<file path="src/rtl/ser_store_emu.sv">
module ser_store_emu #(
  parameter int          DEPTH = 16,
  parameter logic [15:0] COMMA = 16'hBCBC,
  parameter logic [15:0] SOP   = 16'hFBFB,
  parameter logic [15:0] EOP   = 16'hFDFD
) (
  input  logic        clk,
  input  logic        rst_n,
  input  logic [15:0] rx_data,
  input  logic [1:0]  rx_isk,
  input  logic        send,
  input  logic        cfg_we,
  input  logic        cfg_sel,
  input  logic [15:0] cfg_wdata,
  output logic [15:0] tx_data,
  output logic [1:0]  tx_isk,
  output logic        ovf
);
  localparam int AW = (DEPTH > 1) ? $clog2(DEPTH) : 1;
  localparam int CW = $clog2(DEPTH + 1);

  logic [15:0]   mem [DEPTH];
  logic [AW-1:0] wp, rp;
  logic [CW-1:0] cnt;
  logic          in_pkt, drop, tx_busy;
  logic [15:0]   mask_r, off_r, idx;

  wire rx_ctl    = (rx_isk == 2'b11);
  wire rx_sop    = rx_ctl && (rx_data == SOP);
  wire rx_eop    = rx_ctl && (rx_data == EOP);
  wire full      = (cnt == CW'(DEPTH));
  wire store_try = in_pkt && !drop && (rx_isk == 2'b00);
  wire push      = store_try && !full;
  wire pop       = tx_busy;

  always_ff @(posedge clk) begin
    if (!rst_n) begin
      in_pkt <= 1'b0;
      drop   <= 1'b0;
      ovf    <= 1'b0;
    end else begin
      if (rx_sop) begin
        in_pkt <= 1'b1;
        drop   <= 1'b0;
      end else if (rx_eop) begin
        in_pkt <= 1'b0;
      end
      if (store_try && full) begin
        drop <= 1'b1;
        ovf  <= 1'b1;
      end
    end
  end

  always_ff @(posedge clk)
    if (push) mem[wp] <= rx_data;

  always_ff @(posedge clk) begin
    if (!rst_n) begin
      wp  <= '0;
      rp  <= '0;
      cnt <= '0;
    end else begin
      if (push) wp <= (wp == AW'(DEPTH - 1)) ? '0 : wp + 1'b1;
      if (pop)  rp <= (rp == AW'(DEPTH - 1)) ? '0 : rp + 1'b1;
      cnt <= cnt + CW'(push) - CW'(pop);
    end
  end

  always_ff @(posedge clk) begin
    if (!rst_n) begin
      mask_r <= '0;
      off_r  <= '0;
    end else if (cfg_we) begin
      if (cfg_sel) off_r  <= cfg_wdata;
      else         mask_r <= cfg_wdata;
    end
  end

  always_ff @(posedge clk) begin
    if (!rst_n) begin
      tx_busy <= 1'b0;
      tx_data <= COMMA;
      tx_isk  <= 2'b11;
      idx     <= '0;
    end else if (!tx_busy) begin
      tx_isk <= 2'b11;
      if (send && cnt != '0) begin
        tx_data <= SOP;
        tx_busy <= 1'b1;
        idx     <= '0;
      end else begin
        tx_data <= COMMA;
      end
    end else begin
      tx_data <= mem[rp] ^ ((idx == off_r) ? mask_r : 16'h0000);
      tx_isk  <= 2'b00;
      idx     <= idx + 16'd1;
      if (cnt == CW'(1) && !push) tx_busy <= 1'b0;
    end
  end

  a_r8_ovf_sticky: assert property (@(posedge clk) disable iff (!rst_n)
    ovf |=> ovf);
  a_r7_flags_clean: assert property (@(posedge clk) disable iff (!rst_n)
    (tx_isk != 2'b11) |-> (tx_isk == 2'b00));
  a_r10_count_bound: assert property (@(posedge clk) disable iff (!rst_n)
    cnt <= CW'(DEPTH));
  a_r4_sop_then_payload: assert property (@(posedge clk) disable iff (!rst_n)
    (tx_isk == 2'b11 && tx_data == SOP) |=> (tx_isk == 2'b00));
  a_r9_empty_stays_idle: assert property (@(posedge clk) disable iff (!rst_n)
    (!tx_busy && cnt == '0) |=> (tx_data == COMMA && tx_isk == 2'b11));
  a_r3_no_store_outside: assert property (@(posedge clk) disable iff (!rst_n)
    (!in_pkt && !tx_busy) |=> $stable(cnt));
endmodule

</file>
<file path="config.mk">
export PLATFORM = sky130hd
export DESIGN_NAME = ser_store_emu
export DESIGN_NICKNAME = d
export VERILOG_FILES = /design/src/rtl/ser_store_emu.sv
export SDC_FILE = /design/constraint.sdc
export NUM_CORES = 1
export LEC_CHECK = 0
export ABC_AREA = 1
export BUFFER_PORTS_ARGS = -buffer_cell sky130_fd_sc_hd__buf_2
export CAP_MARGIN = 0
export CORE_ASPECT_RATIO = 0.8
export CORE_MARGIN = 8
export CORE_UTILIZATION = 50
export DETAILED_ROUTE_END_ITERATION = 8
export PLACE_DENSITY = 0.77
export SYNTH_ARGS = -nofsm -noshare
export SYNTH_HDL_FRONTEND = slang
export SYNTH_SLANG_ARGS = --single-unit
</file>
<file path="constraint.sdc">
create_clock -name clk -period 2.55 [get_ports clk]
set_input_delay 0.255 -clock clk [delete_from_list [all_inputs] [get_ports clk]]
set_output_delay 0.255 -clock clk [all_outputs]
set_load 0.005 [all_outputs]
</file>
# == Word level (Yosys, flattened, before mapping) ==
# Memory sizes are Yosys's and may differ from the RTL's. A register that Yosys moved wholly into a read port is not among the register bits.
# Index checks and enable logic that the tools add are counted.
# W data, S select, Z words.
# totals
register_bits,83
ramBits,256
in_bits,39
out_inout_bits,19
elab_cells,65
n_memories,1
# op_classes
n_addsub,5
eq_ne,8
muxes,19
n_bitwise,2
n_reduce_logical,18
# memory_table
name,depth,word_bits,read_ports,rd_clocked_by_memory_dff,write_ports,line,text
mem,16,16,1,1,1,22,logic [15:0] mem [DEPTH];
# op_table
cell,count
$mux W16,4
$eq A16 B16 Y1 const B,2
$add A16 B1 Y16 const B,1
$eq A16 B16 Y1,1
$mux W4,4
$xor A16 B16 Y16,1
$mux W15,1
$mux W1,9
$add A4 B1 Y4 const B,2
$eq A4 B4 Y1 const B,2
$logic_and A1 B1 Y1,8
$reduce_bool A2 Y1,3
$add A5 B1 Y5,1
$eq A5 B1 Y1 const B,1
$eq A5 B5 Y1 const B,1
$reduce_bool A5 Y1,1
$sub A5 B1 Y5,1
$reduce_and A2 Y1,2
$logic_not A1 Y1,3
$eq A2 B2 Y1 const B,1
$logic_not A2 Y1,1
$mux W2,1
$not A1 Y1,1

# == Longest topological paths before layout ==
# logic_depth
word_depth,8
ltp_mapped,14
mapped_depth_nobuf,13

# == Worst setup path after synthesis ==
# Ideal clock, no wire load.
# synth_timing
kind,reg2reg
start,register cnt[2]
end,register cnt[4]
setup_time_ps,128
arrival_time_ps,2197
required_time_ps,2422
path_slack_ps,224
stages_incl_launch_ff,14
n_path_buf,0
synth_period_minus_slack_ps,2326
cell_sequence,dfxtp_1 inv_1 ha_1 nand4_1 nand2_1 ha_1 inv_1 ha_1 inv_1 fa_1 nor3_1 a211oi_1 o21ai_0 a21oi_1
# synth_between
elab_chain_len,5
# synth_rtl
item,line,text
"start, declared",24,logic [CW-1:0] cnt;
"start signal, assigned",66,cnt <= cnt + CW'(push) - CW'(pop);
$eq A5 B5 Y1,31,wire full = (cnt == CW'(DEPTH));
$logic_not A1 Y1,33,wire push = store_try && !full;
$logic_and A1 B1 Y1,33,
$add A5 B1 Y5 *,66,
$sub A5 B1 Y5 *,66,
# Mark *: on every way between the ends. The rest lies on a longest branch, timed or not.
# A chain may end at the register's enable or synchronous reset.

# == Worst setup path after layout ==
# layout_timing
start,register cnt[3]
end,register cnt[4]
# Same word-level chain as after synthesis.

==> impl_metrics.csv <==
group,metric,value,unit
floorplan,die_x,206.2,um
sta,drv_slew,0,
critical_path,slowest_stage,"fa_2",
critical_path,end_kind,"register",
clocking,root_buffer,"clkbuf_16",
synth,synth_cells,1454,
worst_hold_path,hold_depth,3,
synth,synth_warnings,0,
worst_hold_path,min_to,"off_r[10]",
critical_path,crit_arrival,2.80,ns
floorplan,core,28350,um2
global_route,track_usage,20.61,%
synth,synth-edff-count,256,
critical_path,worst-path-buf-inv,3,
pwr,powerDensity,789.7,nW/um2
sta,fin_hold_ws,0.03483,ns
route,drtAntennaViolNets,0,
floorplan,ioPinCount,58,
synth,synth_area,14480,um2
critical_path,worstPathCellList,"inv_1, ha_1, nand4_1, nand2_1, ha_1, inv_1, ha_1, inv_1, fa_2, nor3_2, a211oi_1, o21ai_1, a21oi_1",
sta,setup_violations,0,
clocking,h-tree-depth,2,
synth,ys.flop_type,"edfxtp_1",
sta,fmax,418.9,MHz
route,viasPerCell,5.546,
sta,max_slew_margin,46.10,%
critical_path,crit_fanout,3,
sta,finalCritPeriodShare,93.62,%
global_route,grt_pass1_vias,10275,
finish,num_antenna_cells,0,
floorplan,fp.dieH,168.2,um
route,vias,10638,
route,route.detailed.wl_per_inst,18.75,um
floorplan,row_count,55,
floorplan,initial_core_util,51.06,%
critical_path,crit_family,"adder cells",
sta,min_period,2.387,ns
synth,ys_seq_area_share,65.00,%
global_route,grt_antenna_before_repair,0,
clocking,path_clk_slew,0.06,ns
clocking,cts_tree,"built",
finish,num-nets-final,1578,
sta,finClkSkew,0.03600,ns
synth,syn_nets,1506,
global_route,grt_overflow_total,0,
placement,gp_congestion,0.8573,
critical_path,worstSetupStartpointType,"register",
route,detail_route.first_pass.iterations,5,
route,wl,35.95,mm
clocking,clk_latency,0.54,ns
finish,syn2layout_area_growth,13.32,%
global_route,grt_max_degree,101,
finish,drive_gt1_share,12.40,%
worst_hold_path,min-delay-path-class,"in2reg",
critical_path,worstPathRequired,2.96,ns
critical_path,rr_endpoint,"cnt[4]",
sta,tightest_slew,0.8075,ns
critical_path,criticalPathCategory,"reg2reg",
clocking,clock_sinks,342,
route,drtIter0Drc,1160,
worst_hold_path,hp-start,"cfg_wdata[10]",
floorplan,dieArea,34690,um2
synth,synth_seq_cells,342,
clocking,numCtsBuffers,34,
critical_path,rr_startpoint,"cnt[3]",
synth,yosysUniqueCellTypes,37,
synth,synthArstFlopShare,0,%
placement,dp_hpwl,23.07,mm
global_route,grt_pass1_wl,56.15,mm
critical_path,max_stage_delay,0.39,ns
sta,tns,0,ns
pwr,vdd_drop_max,665.3,uV
run,maxCapViolations,0,
critical_path,regToRegSetupSlack,0.16,ns
run_status,outcome,"complete, no violations",
sta,hold_viol,0,
finish,utilization,57.86,%
critical_path,r2r_cells,13,
placement,portBuffers,57,
pwr,p_leak,0.006279,uW
route,drc,0,
synth,avgSynthCellArea,9.956,um2
clocking,cts_buffer_depth,3,
==> repair_timing <==
item / in CTS / in global routing
gates resized for setup: 0 / 4
endpoints found under the hold margin: 1 / 0
hold buffers: 1 / 0
setup buffers: 0 / 1
endpoints found under the setup margin: 0 / 1
==> worst max-delay path by stage <==
| stage | slack, ns | from | to | cells after the start |
|---|---|---|---|---|
| 2_1_floorplan | 0.22 | cnt[2] | cnt[4] | 13 |
| 4_1_cts | 0.08 | cnt[3] | cnt[4] | 13 |
| 5_1_grt | -0.02 | cnt[3] | cnt[4] | 13 |
| 3_5_place_dp | 0.10 | cnt[2] | cnt[4] | 13 |
| 3_3_place_gp | 0.08 | rx_isk[1] | cnt[4] | 12 |
| 6_report | 0.16 | cnt[3] | cnt[4] | 13 |
==> cell usage after synthesis, drive strengths merged, types with 2 or more instances <==
library cell | number | share of area, %
a21oi | 62 | 2.1
nand2 | 279 | 7.3
o21ai | 126 | 4.4
nor4 | 4 | 0.17
a211oi | 4 | 0.21
o22ai | 3 | 0.13
o211ai | 28 | 1.5
nand3 | 150 | 5.2
clkbuf | 37 | 0.96
nor2 | 160 | 4.5
xor2 | 2 | 0.12
edfxtp | 256 | 53
inv | 188 | 4.9
o31ai | 2 | 0.10
a22oi | 2 | 0.10
nand4 | 7 | 0.30
dfxtp | 86 | 12
nor3 | 9 | 0.35
ha | 12 | 1.0
buf | 32 | 1.3
==> flip-flops by register name, summed over array words and instances (netlist names), named ones only <==
| name | count |
|---|---|
| mem | 256 |
| idx | 16 |
| mask_r | 16 |
| off_r | 16 |
| tx_data | 16 |
| cnt | 5 |
| rp | 4 |
| wp | 4 |
| drop | 1 |
| in_pkt | 1 |
| ovf | 1 |
| pop | 1 |
| tx_isk | 1 |
==> layout make-up <==
cell class	count	area, um2
Tap cell	370	462.9
Clock inverter	13	110.1
Sequential cell	342	9414
Multi-Input combinational cell	855	4088
Fill cell	2279	11950
Clock buffer	45	923.4
Timing Repair Buffer	105	698.2
Inverter	188	708.2
==> placed cells by master (no fill, tap or decap), drive strengths merged <==
cell,n
a32o,1
fa,1
ha,12
a22oi,2
o211ai,28
nand3,150
o22ai,3
o21ai,126
a211oi,4
o31ai,2
clkbuf,45
nor3b,1
nand2,279
nor2,160
xor2,2
clkinv,12
nor4b,1
bufinv,1
edfxtp,256
nor4,4
inv,188
buf,104
nand4,7
dlygate4sd3,1
nor3,9
dfxtp,86
a21oi,62
and3,1
==> layer usage <==
metal  track usage (%)  up-vias  routed length (um)
li1                  -     5014                   -
met1             27.41     5045               14550
met2             32.98      499               16880
met3             4.412       80                3442
met4             7.365        0                1081
met5                 0        -                   0
==> worst register-to-register path, stage by stage (launching register included) <==
cell and delay, ns:
dfxtp_1 0.34, inv_1 0.07, ha_1 0.22, nand4_1 0.12
nand2_1 0.10, ha_1 0.32, inv_1 0.06, ha_1 0.15
inv_1 0.06, fa_2 0.39, nor3_2 0.17, a211oi_1 0.08
o21ai_1 0.15, a21oi_1 0.05
==> kinds of logic after synthesis <==
group,after synthesis,share of synthesized area (%)
simple gates,612,18.00
compound gates,228,8.565
flops,342,65.00
xor+xnor,2,0.1210
buf+inv,257,7.139
fa+ha+maj,13,1.175
==> power by group <==
group / internal, uW / leakage, uW / total [uW] / switching, uW
Clock: 2660 / 0.000505 / 4740 / 2080
Sequential: 6110 / 0.00301 / 6200 / 88.5
Combinational: 643 / 0.00277 / 2010 / 1370
==> through the flow <==
| stage | std cells | worst slack [ns] | total power, uW | cell area (um2) |
|---|---|---|---|---|
| global route | 1918 | -0.02003 | 13480 | 16400 |
| global placement | 1858 | 0.07982 | 8192 | 15340 |
| CTS | 1917 | 0.07678 | 12960 | 16380 |
| finish | 1918 | 0.1627 | 12950 | 16400 |
| detailed placement | 1858 | 0.1047 | 8265 | 15340 |
| floorplan | 1454 | 0.2244 | 7640 | 14480 |
Power figures use the tool's default switching activity.
